[src/rtl/sd_pkg.sv]
package sd_pkg;
  localparam int NUM_ENG = 3;
  localparam logic [31:0] CLS_2D  = 32'h0000_902D;
  localparam logic [31:0] CLS_3D  = 32'h0000_B197;
  localparam logic [31:0] CLS_CMP = 32'h0000_B1C0;
  localparam logic [1:0]  PORT_NONE = 2'd3;

  typedef enum logic [2:0] {
    ACT_BIND    = 3'd0,
    ACT_REBIND  = 3'd1,
    ACT_RESVD   = 3'd2,
    ACT_UNBOUND = 3'd3,
    ACT_BADENG  = 3'd4,
    ACT_FWD     = 3'd5
  } sd_act_e;

  function automatic logic [1:0] sd_port_of(input logic [31:0] cls);
    case (cls)
      CLS_2D:  return 2'd0;
      CLS_3D:  return 2'd1;
      CLS_CMP: return 2'd2;
      default: return PORT_NONE;
    endcase
  endfunction
endpackage

[src/rtl/sd_bind_table.sv]
module sd_bind_table #(
  parameter int SUB_W  = 3,
  parameter int DATA_W = 32
) (
  input  logic              clk,
  input  logic              rst_n,
  input  logic              wr_en,
  input  logic [SUB_W-1:0]  wr_sub,
  input  logic [DATA_W-1:0] wr_cls,
  input  logic [SUB_W-1:0]  rd_sub,
  output logic              rd_bound,
  output logic [DATA_W-1:0] rd_cls
);
  localparam int ENTRIES = 1 << SUB_W;

  logic [ENTRIES-1:0]             ent_valid;
  logic [ENTRIES-1:0][DATA_W-1:0] ent_cls;

  for (genvar e = 0; e < ENTRIES; e++) begin : g_ent
    always_ff @(posedge clk) begin
      if (!rst_n) begin
        ent_valid[e] <= 1'b0;
        ent_cls[e]   <= '0;
      end else if (wr_en && (wr_sub == SUB_W'(e))) begin
        ent_valid[e] <= 1'b1;
        ent_cls[e]   <= wr_cls;
      end
    end
  end

  assign rd_bound = ent_valid[rd_sub];
  assign rd_cls   = ent_cls[rd_sub];
endmodule

[src/rtl/sd_classify.sv]
module sd_classify
  import sd_pkg::*;
#(
  parameter int METHOD_W  = 13,
  parameter int DATA_W    = 32,
  parameter int RSV_LIMIT = 256
) (
  input  logic [METHOD_W-1:0] method,
  input  logic                bound,
  input  logic [DATA_W-1:0]   cls,
  output sd_act_e             act,
  output logic [1:0]          port
);
  always_comb begin
    port = sd_port_of(32'(cls));
    if (method == '0)
      act = bound ? ACT_REBIND : ACT_BIND;
    else if (method < METHOD_W'(RSV_LIMIT))
      act = ACT_RESVD;
    else if (!bound)
      act = ACT_UNBOUND;
    else if (port == PORT_NONE)
      act = ACT_BADENG;
    else
      act = ACT_FWD;
  end
endmodule

[src/rtl/subch_dispatch.sv]
module subch_dispatch
  import sd_pkg::*;
#(
  parameter int METHOD_W  = 13,
  parameter int SUB_W     = 3,
  parameter int DATA_W    = 32,
  parameter int RSV_LIMIT = 256
) (
  input  logic                               clk,
  input  logic                               rst_n,
  input  logic                               req_valid,
  output logic                               req_ready,
  input  logic [METHOD_W-1:0]                req_method,
  input  logic [SUB_W-1:0]                   req_sub,
  input  logic [DATA_W-1:0]                  req_value,
  output logic [NUM_ENG-1:0]                 eng_valid,
  input  logic [NUM_ENG-1:0]                 eng_ready,
  output logic [NUM_ENG-1:0][METHOD_W-1:0]   eng_method,
  output logic [NUM_ENG-1:0][DATA_W-1:0]     eng_value,
  output logic                               err_rebind,
  output logic                               err_unbound,
  output logic                               err_reserved,
  output logic                               err_bad_engine
);
  logic              sub_bound;
  logic [DATA_W-1:0] sub_cls;
  sd_act_e           act;
  logic [1:0]        sel_port;
  logic              sel_ready;
  logic              accept;
  logic              bind_wr;
  logic              fwd_req;

  sd_bind_table #(.SUB_W(SUB_W), .DATA_W(DATA_W)) u_table (
    .clk      (clk),
    .rst_n    (rst_n),
    .wr_en    (bind_wr),
    .wr_sub   (req_sub),
    .wr_cls   (req_value),
    .rd_sub   (req_sub),
    .rd_bound (sub_bound),
    .rd_cls   (sub_cls)
  );

  sd_classify #(.METHOD_W(METHOD_W), .DATA_W(DATA_W), .RSV_LIMIT(RSV_LIMIT)) u_class (
    .method (req_method),
    .bound  (sub_bound),
    .cls    (sub_cls),
    .act    (act),
    .port   (sel_port)
  );

  always_comb begin
    sel_ready = 1'b0;
    for (int k = 0; k < NUM_ENG; k++)
      if (sel_port == 2'(k)) sel_ready = eng_ready[k];
  end

  assign fwd_req   = req_valid && (act == ACT_FWD);
  assign req_ready = (act == ACT_FWD) ? sel_ready : 1'b1;
  assign accept    = req_valid && req_ready;
  assign bind_wr   = accept && (act == ACT_BIND);

  for (genvar k = 0; k < NUM_ENG; k++) begin : g_port
    assign eng_valid[k]  = fwd_req && (sel_port == 2'(k));
    assign eng_method[k] = req_method;
    assign eng_value[k]  = req_value;
  end

  always_ff @(posedge clk) begin
    if (!rst_n) begin
      err_rebind     <= 1'b0;
      err_unbound    <= 1'b0;
      err_reserved   <= 1'b0;
      err_bad_engine <= 1'b0;
    end else begin
      err_rebind     <= accept && (act == ACT_REBIND);
      err_unbound    <= accept && (act == ACT_UNBOUND);
      err_reserved   <= accept && (act == ACT_RESVD);
      err_bad_engine <= accept && (act == ACT_BADENG);
    end
  end
endmodule

[config.mk]
export PLATFORM = sky130hd
export DESIGN_NAME = subch_dispatch
export DESIGN_NICKNAME = d
export VERILOG_FILES = /design/src/rtl/sd_pkg.sv /design/src/rtl/sd_bind_table.sv /design/src/rtl/sd_classify.sv /design/src/rtl/subch_dispatch.sv
export SDC_FILE = /design/constraint.sdc
export NUM_CORES = 1
export LEC_CHECK = 0
export ABC_AREA = 1
export BUFFER_PORTS_ARGS = -buffer_cell sky130_fd_sc_hd__buf_4
export CORE_MARGIN = 2
export CORE_UTILIZATION = 45
export DETAILED_ROUTE_END_ITERATION = 8
export GPL_TIMING_DRIVEN = 0
export PLACE_DENSITY = 0.66
export SLEW_MARGIN = 30
export SYNTH_ARGS = -nofsm -noshare
export SYNTH_HDL_FRONTEND = slang
export SYNTH_SLANG_ARGS = --single-unit
[constraint.sdc]
create_clock -name clk -period 2.8 [get_ports clk]
set_input_delay 0.28 -clock clk [delete_from_list [all_inputs] [get_ports clk]]
set_output_delay 0.28 -clock clk [all_outputs]
set_load 0.01 [all_outputs]
* After elaboration in Yosys (flattened, before gate mapping) *
Cells that the tools add are included.

operators by class
  $lt $le $gt $ge = 2
  reductions and logical operators = 22
  eq/ne operators = 18
  muxes and demuxes = 14

operators with widths
  kind                                                                   count
  32-bit binary-select mux with 3-bit select                             1
  32-bit by 16-bit == test with 1-bit output, second input constant      3
  32-bit two-way mux                                                     1
  3-bit == test, second input constant                                   6
  1-bit logical AND                                                      18
  13-bit logical NOT                                                     1
  13-bit by 9-bit < comparator with 1-bit output, second input constant  1
  3-bit by 2-bit == test with 1-bit output, second input constant        4
  3-bit two-way mux                                                      3
  1-bit two-way mux                                                      7
  3-bit by 1-bit == test with 1-bit output, second input constant        2
  3-bit logical NOT                                                      2
  2-bit case mux with 3 select lines                                     1
  2-bit == test, second input constant                                   2
  3-bit by 4-bit < comparator with 1-bit output, second input constant   1
  1-bit binary-select mux with 3-bit select                              1
  2-bit by 1-bit == test with 1-bit output, second input constant        1
  2-bit logical NOT                                                      1

word-level totals
  output and inout bits = 143
  input bits = 54
  flip-flop bits (word level) = 268
  word-level logic and storage cells = 76

* Longest topological paths before layout *
Gate-level depths: netlist (run 1).

  depth after elaboration = 14
  gate-level depth with buffers = 24
  depth with buffers taken out = 21

* By module *
A second synthesis (run 1) with hierarchy kept.

unflattened totals
  cells, all modules = 2,277
  area, all modules = 14,273.7 sq um

modules (own cells, without submodules)
  module          sequential area each (sq um)  instances  area an instance (sq um)  cells each
  sd_bind_table   5,285.1                       1          12,607.1                  2,022
  subch_dispatch  80.1                          1          1,241.2                   172
  sd_classify     0.0                           1          425.4                     83

* Worst setup path after synthesis (run 1) *
OpenSTA, ideal clock, no wires.

  path type = input to output
  start = input port req_sub[0]
  end = output port eng_valid[0]
  arrival = 2.072 ns
  data required time = 2.520 ns
  stages = 20
  path slack = 0.448 ns
  buffers on the path = 3
  cells stage by stage = buf_6 > buf_6 > buf_6 > o21ai_0 > nand2_1 > nand2_1 > nand2_1 > nand2_1 > nand2_1 > nor2_1 > nand2_1 > nor2_1 > nand2_1 > nand2_1 > o21ai_0 > nand2_1 > nand2_1 > inv_1 > nand2_1 > nor2_1

on the way
  longest elaborated chain between the ends = 12
  elaborated cells on any way between the ends = 18
  those cells by class = eq/ne: 5; mux: 10; reduce/logical: 3

ends and longest elaborated chain
  what                                        line                  source
  start: declaration                          subch_dispatch.sv:14  input logic [SUB_W-1:0] req_sub,
  32-bit binary-select mux with 3-bit select  sd_bind_table.sv:32   assign rd_cls = ent_cls[rd_sub];
  32-bit two-way mux (not written as such)    sd_bind_table.sv:32
  32-bit by 16-bit == test with 1-bit output  sd_pkg.sv:18          case (cls)
  2-bit case mux with 3 select lines          sd_pkg.sv:18
  2-bit == test                               sd_classify.sv:22     else if (port == PORT_NONE)
  1-bit two-way mux                           sd_classify.sv:22
  3-bit two-way mux                           sd_classify.sv:20     else if (!bound)
  3-bit two-way mux                           sd_classify.sv:18     else if (method < METHOD_W'(RSV_LIMIT))
  3-bit two-way mux                           sd_classify.sv:16     if (method == '0)
  3-bit == test                               subch_dispatch.sv:59  assign fwd_req = req_valid && (act == ACT_FWD);
  1-bit logical AND                           subch_dispatch.sv:59
  1-bit logical AND (*)                       subch_dispatch.sv:65  assign eng_valid[k] = fwd_req && (sel_port == 2'(k));
  end: declaration                            subch_dispatch.sv:16  output logic [NUM_ENG-1:0] eng_valid,

Every way passes the cells marked *; elsewhere a longest branch is shown, timed or not. The select of a mux whose other input is x is not followed.

* Final worst setup path (run 1) *
  start = register u_table.ent_cls[43] (netlist name)
  end = output port eng_valid[0]

on the way
  longest elaborated chain between the ends = 12
  elaborated cells on any way between the ends = 15
  those cells by class = eq/ne: 5; mux: 7; reduce/logical: 3

ends and longest elaborated chain
  what                                            line                  source
  start: declaration                              sd_bind_table.sv:17   logic [ENTRIES-1:0][DATA_W-1:0] ent_cls;
  start signal: indexed assignment                sd_bind_table.sv:26   ent_cls[e] <= wr_cls;
  32-bit binary-select mux with 3-bit select (*)  sd_bind_table.sv:32
  32-bit two-way mux (not written as such) (*)    sd_bind_table.sv:32
  32-bit by 16-bit == test with 1-bit output      sd_pkg.sv:18
  2-bit case mux with 3 select lines (*)          sd_pkg.sv:18
  2-bit == test                                   sd_classify.sv:22
  1-bit two-way mux                               sd_classify.sv:22
  3-bit two-way mux                               sd_classify.sv:20
  3-bit two-way mux                               sd_classify.sv:18
  3-bit two-way mux                               sd_classify.sv:16
  3-bit == test                                   subch_dispatch.sv:59
  1-bit logical AND                               subch_dispatch.sv:59
  1-bit logical AND (*)                           subch_dispatch.sv:65

Marked as above.

==> results of run 1 <==
## cell type report
type / count / area share
Multi-Input combinational cell: 1582 / 0.352
Clock inverter: 9 / 0.00704
Timing Repair Buffer: 233 / 0.0927
Tap cell: 468 / 0.0284
Buffer: 297 / 0.110
Sequential cell: 268 / 0.261
Clock buffer: 46 / 0.0442
Inverter: 573 / 0.104
## flip-flops by register name, indices dropped and copies added (netlist names)
| register | cells |
|---|---|
| u_table.ent_cls | 256 |
| err_rebind | 1 |
| err_reserved | 1 |
| err_unbound | 1 |
| err_bad_engine | 1 |
| u_table.ent_valid | 8 |
## through the flow
stage | power [W] | instance area (sq um)
after floorplan | 0.00453 | 16600
after global placement | 0.00503 | 18700
after detailed placement | 0.00504 | 18700
after CTS | 0.00929 | 20100
after global routing | 0.00958 | 20600
final | 0.00936 | 20600
## logic make-up after synthesis
logic type	after synthesis
flops	268
compound gates	57
buf+inv	870
simple gates	1525
## cells in the final DEF (no fill, tap or decap), drive strengths merged
master   Yosys  layout
a21oi       13      13
a22oi        1       1
and2         1       1
buf        255     479
bufinv       0       4
clkbuf      42      97
clkinv       0       5
dfxtp      268     268
inv        573     573
nand2      804     804
nand3       55      55
nand3b       1       1
nand4      271     271
nor2       383     383
nor3         7       7
nor4         3       3
o2111ai      1       1
o211ai       1       1
o21ai       39      39
o221ai       1       1
o22ai        1       1
## metal layers
layer,vias up,GRT usage,routed length (um)
met5,-,0,0
met4,0,0.130,2850
met3,159,0.0382,5060
met2,851,0.490,26300
met1,7979,0.394,25000
li1,8573,-,-
## power groups by stage
stage / clock network, W / logic (W) / registers (W)
2_1_floorplan: 0 / 0.000626 / 0.00390
6_report: 0.00428 / 0.00126 / 0.00381
4_1_cts: 0.00430 / 0.00118 / 0.00381
3_3_place_gp: 0 / 0.00113 / 0.00390
3_5_place_dp: 0 / 0.00114 / 0.00390
5_1_grt: 0.00445 / 0.00132 / 0.00381
## timing repair
| action | CTS | global route |
|---|---|---|
| pin swaps | 21 | 39 |
| gates resized for setup | 64 | 99 |
| setup buffers | 23 | 15 |
| setup endpoints to repair | 270 | 261 |
| gates cloned | 0 | 5 |
## critical path, cell delays in order (launching register included)
cell and delay [ns]:
dfxtp_2 0.33, nor2_4 0.12, nor2_1 0.05, nor2_1 0.15, nand3_1 0.13, nand2_2 0.11
nand2_2 0.07, nor2_4 0.12, nand2_2 0.08, nor2_4 0.17, o21ai_2 0.08, nand2_2 0.09
o21ai_2 0.08, nand2_1 0.09, nand2_1 0.07, inv_2 0.09, nand2_4 0.08, nor2_2 0.08
buf_4 0.12
## worst paths after layout
check                        from              endpoint  slack [ns]
max reg2reg  u_table.ent_cls[128]        err_bad_engine       -0.13
max           u_table.ent_cls[43]          eng_valid[0]       -0.16
min reg2reg  u_table.ent_valid[6]  u_table.ent_valid[6]        0.45
min                     req_valid          err_reserved        0.22
==> flow_summary.yaml, run 1 <==
status:
  status: "finished with violations"
  violations: "negative setup slack"
yosys:
  synth_cells: 2720
  synth_mux_area_frac: 0
  yosysSeqAreaShare: 0.323
  yosys_warnings: 0
  synth-simple-area-share: 0.401
  synth_ff_type: "dfxtp_1"
  synth.most_common_cell: "nand2_1"
  synthArstFlopShare: 0
  synthTopCellsByArea: "dfxtp_1 (32%), nand2_1 (18%), inv_1 (12%)"
  syn_nets: 2774
  yosysTopAreaCellShare: 0.323
  yosys.area.top_type: "dfxtp_1"
  yosysUniqueCellTypes: 31
  synth_compound_area_frac: 0.0182
  avgSynthCellArea_sq_um: 6.12
  synth_area_sq_um: 16600
  synth_xor_area_frac: 0
  synth-seq-cells: 268
  ys_top_cells_by_count: "nand2_1 (802), inv_1 (549), nor2_1 (375)"
  synth_edf_count: 0
  synth_top_family_by_area: "simple AND/OR/NAND/NOR gates"
  synth_fa_ha_area_frac: 0
worst_setup_path:
  path_class: "flop to output pin"
  cp_data_required_time_ns: 2.52
  path_max_fanout: 4
  r2r_cells: 24
  crit_path_end_kind: "output pin"
  start_kind: "flop"
  worst_ep_arrival_time_ns: 2.68
place:
  dp.cells: 3380
  globalplace.congestion: 1.01
  place_hpwl_mm: 41.9
  preCtsSetupSlack_ns: -0.856
  port_buffers: 192
power:
  p_int_w: 0.00691
  p_comb_frac: 0.135
  p_sw_w: 0.00244
  power.share.clock: 0.458
  swShare: 0.261
  leakage_nw: 10.4
  p_per_area_nw_per_um2: 454
  p_seq_frac: 0.408
  ir_worst_vdd_uv: 483
worst_hold_path:
  min_path_cells: 3
  hp-class: "input pin to flop"
detailed_routing:
  wl_per_cell_um: 17.0
  firstDrtPassIters: 6
  route.detailed.drc: 0
  viasPerCell: 5.05
  vias: 17600
  drtIter0Drc: 1536
  routed_wl_mm: 59.2
  ant_nets: 0
final_layout:
  fin_util: 0.564
  multi_input_area_sq_um: 7260
  syn2layout_area_growth_pct: 23.9
  fillers: 3631
  final_nets: 3040
  drive_gt1_frac: 0.219
  diodes: 0
  regArea_sq_um: 5370
  instances_no_fill: 3476
timing:
  finalMaxSlewViolations: 0
  tns_ns: -0.778
  post-route-period-util: 1.06
  finalCriticalPeriod_ns: 2.96
  fmax_mhz: 338
  worst_pin_slew_ns: 0.855
  setup_viol: 6
  clock_skew_ns: 0.0171
  finalHoldViolCount: 0
  hold_ws_ns: 0.219
  setup_ws_ns: -0.158
  rsz0062_at_grt: "true"
  slew_headroom: 0.430
clock_tree:
  cts.path.max_buffers: 3
  clk_pin_slew_worst_paths_ns: 0.06
  hold_buffers: 0
  insertion_delay_ns: 0.57
  cts.sinks: 268
  h-tree-depth: 1
  root_buffer: "clkbuf_16"
  cts_tree: "yes"
  numCtsBuffers: 31
floorplanning:
  initial_core_util: 0.455
  die_area_sq_um: 38500
  die_y_um: 196
  rows: 70
  boundaryPins: 197
  core-area_sq_um: 36500
  die_w_um: 196
global_route:
  grt_pass1_vias: 16000
  antenna_found_initial: 1
  grt_max_degree: 15
  grt_use_total: 0.299
  grt_pass1_wl_mm: 89.5
  grt_remaining_overflow: 0
job:
  cap_violations: 0
No activity file was read; power rests on OpenSTA's default activity.
==> inputs of run 2 (changes only) <==
Settings changed: PLACE_DENSITY 0.66 to 0.69.
Clock period 2.8 ns to 2.5 ns, I/O delays scaled along.
==> flow_summary.yaml, run 2 (same netlist as run 1, synthesis figures left out) <==
status:
  status: "finished with violations"
  violations: "negative setup slack"
worst_setup_path:
  path_class: "input pin to output pin"
  worst-path-buf-inv: 5
  start_kind: "input pin"
  r2r_cells: 21
  path_cells: "buf_2, inv_1, clkbuf_1, o21ai_1, nor2_1, nand3_2, nand2_2, nand2_4, nor2_4, o21ai_2, nand2_2, o21ai_2, nand2_2, nand2_2, inv_2, nand2_4, nor2_4, buf_6"
  crit_path_end_kind: "output pin"
  critical_path.startpoint: "req_sub[2]"
  path_max_fanout: 10
  cp_top_family: "simple AND/OR/NAND/NOR gates"
  slowest_delay_ns: 0.52
  r2r_slack_ns: -0.31
  cp_data_required_time_ns: 2.25
  slowest_stage: "clkbuf_1"
  r2r_end: "u_table.ent_cls[149]"
  crit_path_frequent_cell: "nand2_2"
  worst_ep_arrival_time_ns: 2.70
  r2r-start: "u_table.ent_cls[11]"
clock_tree:
  numCtsBuffers: 30
  clk_pin_slew_worst_paths_ns: 0.06
  cts_tree: "yes"
  root_buffer: "clkbuf_16"
  cts.path.max_buffers: 3
  h-tree-depth: 1
  hold_buffers: 0
  insertion_delay_ns: 0.58
  cts.sinks: 268
timing:
  setup_ws_ns: -0.446
  clock_skew_ns: 0.0243
  fmax_mhz: 339
  finalMaxSlewViolations: 0
  post-route-period-util: 1.18
  finalCriticalPeriod_ns: 2.95
  setup_viol: 267
  slew_headroom: 0.458
  finalHoldViolCount: 0
  worst_pin_slew_ns: 0.810
  rsz0062_at_grt: "true"
floorplanning:
  die_w_um: 196
  rows: 70
  core-area_sq_um: 36500
  boundaryPins: 197
  die_area_sq_um: 38500
  die_y_um: 196
  initial_core_util: 0.455
power:
  p_int_w: 0.00730
  power.share.clock: 0.437
  p_seq_frac: 0.428
  p_per_area_nw_per_um2: 492
  ir_worst_vdd_uv: 565
  swShare: 0.268
  p_total_w: 0.00998
  p_sw_w: 0.00268
  leakage_nw: 10.2
  p_comb_frac: 0.135
place:
  globalplace.congestion: 0.964
  dp.cells: 3380
  placed_cell_area_sq_um: 18700
  port_buffers: 192
  place_hpwl_mm: 41.6
global_route:
  grt_max_degree: 16
  grt_pass1_vias: 15900
  antenna_found_initial: 0
  grt_use_total: 0.293
  grt_pass1_wl_mm: 87.7
  grt_remaining_overflow: 0
final_layout:
  fillers: 3591
  final_nets: 3021
  fin_util: 0.556
  stdcell_area_sq_um: 20300
  max_flop_register: "u_table.ent_cls"
  diodes: 0
  mostFrequentLayoutCells: "nand2_1 (771), inv_1 (543), nor2_1 (355), buf_4 (351), nand4_1 (263)"
  reg_top3: "u_table.ent_cls: 256 flops, u_table.ent_valid: 8 flops"
  drive_gt1_frac: 0.218
  syn2layout_area_growth_pct: 22.0
  instances_no_fill: 3454
  largest_register_ffs: 256
  final_common_cell: "nand2_1"
detailed_routing:
  drtIter0Drc: 1694
  vias: 17400
  ant_nets: 0
  viasPerCell: 5.04
  route.detailed.drc: 0
  wl_per_cell_um: 16.7
  firstDrtPassIters: 6
  routed_wl_mm: 57.6
job:
  cap_violations: 0
worst_hold_path:
  min_path_cells: 3
  hp-start: "req_valid"
  min_to: "err_reserved"
  hp-class: "input pin to flop"
## run 2: cell types whose count changed in the layout (fill, tap and decap cells not counted), sizes merged
| cell | delta |
|---|---|
| clkbuf | -9 |
| bufinv | -3 |
| bufbuf | +2 |
| buf | -12 |
## run 2: metal layers
metal,routed length [um],up-vias,global-route usage
li1,-,8546,-
met5,0,-,0
met3,5280,149,0.0399
met1,23500,7866,0.380
met2,26300,830,0.489
met4,2530,0,0.121
## run 2: worst max-delay path by stage
stage                                      end  depth (start not counted)
after floorplan           u_table.ent_cls[218]                         22
after global placement    u_table.ent_cls[131]                         20
after detailed placement  u_table.ent_cls[131]                         20
after CTS                         eng_valid[2]                         18
after global routing              eng_valid[1]                         18
final                             eng_valid[0]                         18
## run 2: through the flow
stage	setup TNS [ns]	worst slack (ns)	hold slack, ns
2_1_floorplan	0	0.193	0.430
3_3_place_gp	-290.85	-1.14	0.437
3_5_place_dp	-298.23	-1.17	0.448
4_1_cts	-25.64	-0.401	0.164
5_1_grt	-66.77	-0.523	0.221
6_report	-49.93	-0.446	0.205
## run 2: final cells by class
type	count	area (sq um)	area share
repair buffers	215	1720	0.0846
well taps	468	586	0.0288
inverters	573	2150	0.106
clock inverters	6	70.1	0.00345
plain buffers	297	2250	0.111
multi-input cells	1582	7260	0.358
flip-flops and latches	268	5380	0.265
clock buffers	45	877	0.0432
## run 2: worst min-delay path, delay by kind of cell
kind                   cells  cell delay [ns]
and+or+nand+nor            1             0.08
buffers and inverters      2             0.40
## run 2: power by group through the flow
stage               sequential, W  clock (W)  combinational (W)
global route              0.00427    0.00456            0.00142
CTS                       0.00427    0.00440            0.00132
detailed placement        0.00437          0            0.00126
global placement          0.00437          0            0.00125
finish                    0.00427    0.00436            0.00135
floorplan                 0.00437          0           0.000701
## run 2: repair_timing
item | 4_1_cts | 5_1_grt
buffers inserted | 22 | 4
resized for setup | 80 | 85
gates cloned | 3 | 0
pin swaps | 26 | 40
endpoints found under the hold margin | 0 | 0
setup endpoints to repair | 271 | 271
